**config.mk**
```make
export PLATFORM = sky130hd
export DESIGN_NAME = frame_ack_timer
export DESIGN_NICKNAME = d
export VERILOG_FILES = /design/src/rtl/fat_pkg.sv /design/src/rtl/fat_fall_det.sv /design/src/rtl/fat_counter.sv /design/src/rtl/frame_ack_timer.sv
export SDC_FILE = /design/constraint.sdc
export NUM_CORES = 1
export LEC_CHECK = 0
export ABC_AREA = 1
export BUFFER_PORTS_ARGS = -buffer_cell sky130_fd_sc_hd__buf_2
export CORE_MARGIN = 1.5
export CORE_UTILIZATION = 25
export DETAILED_ROUTE_END_ITERATION = 16
export SETUP_SLACK_MARGIN = 0.5
export SLEW_MARGIN = 20
export SYNTH_ARGS = -nofsm -noshare
export SYNTH_HDL_FRONTEND = slang
export SYNTH_HIERARCHICAL = 1
export SYNTH_SLANG_ARGS = --single-unit
```
**constraint.sdc**
```tcl
create_clock -name clk_i -period 3.4 [get_ports clk_i]
set_input_delay 0.34 -clock clk_i [delete_from_list [all_inputs] [get_ports clk_i]]
set_output_delay 0.34 -clock clk_i [all_outputs]
set_load 0.03 [all_outputs]
```
**src/rtl/fat_pkg.sv**
```systemverilog
package fat_pkg;
  typedef enum logic [0:0] {
    ST_IDLE = 1'b0,
    ST_WAIT = 1'b1
  } fat_state_e;

  typedef enum logic [1:0] {
    OUT_NONE = 2'd0,
    OUT_OK   = 2'd1,
    OUT_PERR = 2'd2,
    OUT_TMO  = 2'd3
  } fat_outcome_e;
endpackage

```
**src/rtl/fat_fall_det.sv**
```systemverilog
module fat_fall_det (
  input  logic clk_i,
  input  logic rst_ni,
  input  logic sig_i,
  output logic fall_o
);
  logic sig_q;

  always_ff @(posedge clk_i or negedge rst_ni) begin
    if (!rst_ni) sig_q <= 1'b0;
    else         sig_q <= sig_i;
  end

  assign fall_o = sig_q & ~sig_i;
endmodule

```
**src/rtl/fat_counter.sv**
```systemverilog
module fat_counter #(
  parameter int unsigned CNT_W = 10
) (
  input  logic             clk_i,
  input  logic             rst_ni,
  input  logic             clr_i,
  input  logic             en_i,
  output logic [CNT_W-1:0] cnt_o
);
  localparam logic [CNT_W-1:0] CNT_MAX = {CNT_W{1'b1}};

  always_ff @(posedge clk_i or negedge rst_ni) begin
    if (!rst_ni)                       cnt_o <= '0;
    else if (clr_i)                    cnt_o <= '0;
    else if (en_i && cnt_o != CNT_MAX) cnt_o <= cnt_o + 1'b1;
  end


  clr_zero_chk: assert property (@(posedge clk_i) disable iff (!rst_ni)
    clr_i |=> cnt_o == '0);
endmodule

```
**src/rtl/frame_ack_timer.sv**
```systemverilog
module frame_ack_timer
  import fat_pkg::*;
#(
  parameter int unsigned DLY_W = 8,
  parameter int unsigned CNT_W = 10
) (
  input  logic             clk_i,
  input  logic             rst_ni,
  input  logic             valid_i,
  input  logic             ready_i,
  input  logic [DLY_W-1:0] delay_len_i,
  input  logic [CNT_W-1:0] timeout_len_i,
  output logic             ack_ok_o,
  output logic             parity_err_o,
  output logic             timeout_o,
  output logic             tx_allow_o
);
  localparam int unsigned PAD_W = CNT_W - DLY_W;

  fat_state_e       state_q, state_d;
  fat_outcome_e     outc_d;
  logic             fall;
  logic             eval_en;
  logic             cnt_en;
  logic [CNT_W-1:0] cnt;
  logic [DLY_W-1:0] dly_q;
  logic [CNT_W-1:0] tmo_q;
  logic [CNT_W-1:0] dly_ext;
  logic             in_window;

  fat_fall_det u_fall (
    .clk_i  (clk_i),
    .rst_ni (rst_ni),
    .sig_i  (valid_i),
    .fall_o (fall)
  );

  fat_counter #(.CNT_W(CNT_W)) u_cnt (
    .clk_i  (clk_i),
    .rst_ni (rst_ni),
    .clr_i  (fall),
    .en_i   (cnt_en),
    .cnt_o  (cnt)
  );

  // Limits are frozen for the whole evaluation
  always_ff @(posedge clk_i or negedge rst_ni) begin
    if (!rst_ni) begin
      dly_q <= '0;
      tmo_q <= '0;
    end else if (fall) begin
      dly_q <= delay_len_i;
      tmo_q <= timeout_len_i;
    end
  end

  generate
    if (PAD_W > 0) begin : g_pad
      assign dly_ext = {{PAD_W{1'b0}}, dly_q};
    end else begin : g_nopad
      assign dly_ext = dly_q[CNT_W-1:0];
    end
  endgenerate

  assign in_window = cnt < dly_ext;
  assign eval_en   = (state_q == ST_WAIT) && !valid_i && !fall;

  always_comb begin
    state_d = state_q;
    outc_d  = OUT_NONE;
    cnt_en  = 1'b0;
    if (fall) begin
      state_d = ST_WAIT;
    end else if (eval_en) begin
      if (ready_i) begin
        outc_d  = in_window ? OUT_OK : OUT_PERR;
        state_d = ST_IDLE;
      end else if (cnt == tmo_q) begin
        outc_d  = OUT_TMO;
        state_d = ST_IDLE;
      end else begin
        cnt_en = 1'b1;
      end
    end
  end

  always_ff @(posedge clk_i or negedge rst_ni) begin
    if (!rst_ni) begin
      state_q      <= ST_IDLE;
      ack_ok_o     <= 1'b0;
      parity_err_o <= 1'b0;
      timeout_o    <= 1'b0;
    end else begin
      state_q      <= state_d;
      ack_ok_o     <= (outc_d == OUT_OK);
      parity_err_o <= (outc_d == OUT_PERR);
      timeout_o    <= (outc_d == OUT_TMO);
    end
  end

  assign tx_allow_o = (state_q == ST_IDLE);


  one_pulse_chk: assert property (@(posedge clk_i) disable iff (!rst_ni)
    $onehot0({ack_ok_o, parity_err_o, timeout_o}));

  pulse_len_chk: assert property (@(posedge clk_i) disable iff (!rst_ni)
    (ack_ok_o || parity_err_o || timeout_o) |=> !(ack_ok_o || parity_err_o || timeout_o));

  valid_hold_chk: assert property (@(posedge clk_i) disable iff (!rst_ni)
    valid_i |=> !(ack_ok_o || parity_err_o || timeout_o));

  ok_window_chk: assert property (@(posedge clk_i) disable iff (!rst_ni)
    (state_q == ST_WAIT && !valid_i && !fall && ready_i && cnt < dly_ext) |=> ack_ok_o && tx_allow_o);

  tmo_stop_chk: assert property (@(posedge clk_i) disable iff (!rst_ni)
    timeout_o |-> $stable(cnt));

  idle_quiet_chk: assert property (@(posedge clk_i) disable iff (!rst_ni)
    (state_q == ST_IDLE && !fall) |=> !(ack_ok_o || parity_err_o || timeout_o));
endmodule

```
==> impl_metrics.tcl <==
set metrics [dict create \
    status "complete, no violations" \
    clkTransAtPathRegs_ns 0.06 \
    wl_microns 3630 \
    slew_viol_final 0 \
    finalNetCount 290 \
    worstPathArrival_ns 2.17 \
    power.density_nw_per_um2 423 \
    routedWlPerCell_microns 10.1 \
    clockPowerShare 0.314 \
    end_kind "flip-flop" \
    synth_fp_nets 261 \
    antenna_found_initial 0 \
    root_buffer "clkbuf_8" \
    grt_pass1_wl_microns 6450 \
    hold_buffers 0 \
    period_minus_slack_ns 1.96 \
    ys_seq_area_frac 0.436 \
    hold_viol 0 \
    hold_slack_ns 0.123 \
    vdd_drop_max_mv 0.147 \
    vias_per_cell 4.12 \
    synthCells 231 \
    track_usage 0.0999 \
    cts.sinks 33 \
    gr-total-overflow 0 \
    holdCritPathClass "input pin to async pin" \
    yosys.area.top_type "dfrtp_1" \
    cts_tree "done" \
    finalSetupViolations 0 \
    maxCapViolations 0 \
    worstPathMaxFanout 36 \
    rsz0062_at_grt "false" \
    start_util 0.260 \
    hpwlAfterDp_microns 2690 \
    h-tree-depth 2 \
    drt_iter0_markers 82 \
    grt_pass1_vias 1513 \
    rows 31 \
    finalCritPeriodShare 0.576 \
    pwr-share-comb 0.188 \
    clk_path_buf_depth 2 \
    cts_resized 0 \
    p_leak_nw 1.06 \
    path_class "flip-flop to flip-flop" \
    num_vias 1478 \
    core_sq_um 7290 \
    synth_area_per_cell_sq_um 8.20 \
    cts_setup_buffers 0 \
    start_kind "flip-flop" \
    synth_area_sq_um 1890 \
    finalSetupTns_ns 0 \
    switching_share 0.290 \
    fmax_ghz 0.511 \
    ant_nets 0 \
    ios 26 \
    skew_ns 0.00459 \
    ys_warn_count 6 \
    yosysTopAreaCellShare 0.436 \
    ys_top_cells_by_area "dfrtp_1 (44%), nand2_1 (13%), inv_1 (6.7%)" \
    die_area_sq_um 8110 \
    first_pass_iters 4 \
    clk_latency_ns 0.28 \
    gp_congestion 0.739 \
    tightest_slew_ns 0.752 \
    io_buffers 25 \
    drc 0 \
    seq_power_share 0.497 \
    final_layout_size_suffix_gt1_frac 0.188 \
    synth-seq-cells 33 \
    p_int_mw 0.665 \
    max_slew_margin 0.499 \
    syn_to_final_growth_pct 17.0 \
    chipHeight_microns 90.0 \
    diodes 0 \
    die_x_microns 90.0 \
    cts_buffers 5 \
    grt_max_degree 37 \
    cp.required_ns 3.61 \
    ys_types 29 \
    p_switching_mw 0.272 \
]
==> final timing paths <==
path | start | to | slack, ns | depth (start not counted)
worst max-delay path | u_fall/sig_q$_DFF_PN0_ | u_cnt/cnt_o[8]$_DFFE_PN0P_ | 1.44 | 8
worst min-delay path | rst_ni | tmo_q[5]$_DFFE_PN0P_ | 0.12 | 1
worst max register to register | u_fall/sig_q$_DFF_PN0_ | u_cnt/cnt_o[8]$_DFFE_PN0P_ | 1.44 | 8
worst min register to register | tmo_q[8]$_DFFE_PN0P_ | tmo_q[8]$_DFFE_PN0P_ | 0.51 | 1
max in group asynchronous | rst_ni | dly_q[6]$_DFFE_PN0P_ | 2.80 | 1
min in group clk_i | valid_i | u_fall/sig_q$_DFF_PN0_ | 0.23 | 1
==> kinds of logic (layout without fill, tap and decap cells) <==
group | Yosys count | after routing | share of synthesized area
and+or+nand+nor | 112 | 112 | 0.289
adders and majority gates | 8 | 8 | 0.0528
AOI/OAI and AO/OA | 25 | 25 | 0.0700
xor gates and xnor gates | 8 | 8 | 0.0370
buffers and inverters | 39 | 68 | 0.0799
DFF | 33 | 33 | 0.436
muxes | 6 | 6 | 0.0357
==> power groups by stage <==
stage          combinational, mW  clock (mW)  sequential, mW
6_report                   0.177       0.295           0.466
5_1_grt                    0.207       0.322           0.472
4_1_cts                    0.180       0.308           0.466
3_5_place_dp               0.179           0           0.474
3_3_place_gp               0.176           0           0.473
2_1_floorplan              0.128           0           0.467
==> per-stage QoR <==
stage	util	setup slack, ns	std cells	total power [mW]	cell area [sq um]
after floorplan	-	1.83	231	0.595	1890
after global placement	0.292	1.43	352	0.648	2130
after detailed placement	0.292	1.37	352	0.653	2130
after CTS	0.304	1.43	359	0.954	2220
after global routing	0.304	1.27	359	1.00	2220
final	0.304	1.44	359	0.937	2220
==> layer usage <==
metal  routed length [microns]  share of wire  vias up  GRT usage
met4                        41          0.011        0     0.0529
met2                      1780           0.49       17      0.169
met1                      1670           0.46      670      0.111
li1                          -              -      787          -
met3                       141          0.039        4     0.0330
met5                         0              0        -          0
==> Yosys cell counts <==
cell,number
mux2_1,5
nand3_4,1
dfrtp_1,33
nor2_1,15
inv_2,1
nand3_2,2
inv_1,34
or2_4,1
nand2_2,1
nor3_2,2
clkbuf_1,2
nor2_2,2
buf_2,1
a211oi_2,1
nand2_4,1
nor2_4,2
nor3_4,1
buf_4,1
nand4_1,1
nand2_1,65
xor2_1,2
o21ai_1,8
a21oi_1,3
ha_1,8
nand3_1,17
mux2_2,1
o21ai_0,13
xnor2_1,6
nand2_8,1
==> critical path, stage by stage, from the launching register on <==
cell and delay, ns:
dfrtp_1 0.36, inv_1 0.06, nor2_2 0.03, buf_4 0.23, nor3_4 0.26, inv_1 0.09, nor2_1 0.48, nand3_2 0.21
o21ai_1 0.16
==> flip-flops by register name, summed over array words and instances, names as in the netlist <==
name and flops:
u_cnt/cnt_o 10, ack_ok_o 1, state_q 1, parity_err_o 1, tmo_q 10, timeout_o 1, dly_q 8, u_fall/sig_q 1
==> layout make-up <==
class                   instances  area [sq um]
fillers                       794          5070
flip-flops and latches         33           826
inverters                      35           131
clock buffers                   7          86.3
multi-input cells             159           917
well taps                      99           124
repair buffers                 26           133
==> placed cells by master (no fill, tap or decap), drive strengths merged <==
master,count
nor3,3
a211oi,1
inv,35
nor2,19
o21ai,21
nand2,68
xor2,2
nand3,20
clkbuf,7
a21oi,3
dfrtp,33
buf,26
or2,1
mux2,6
nand4,1
ha,8
xnor2,6
Power figures use the tool's default switching activity.
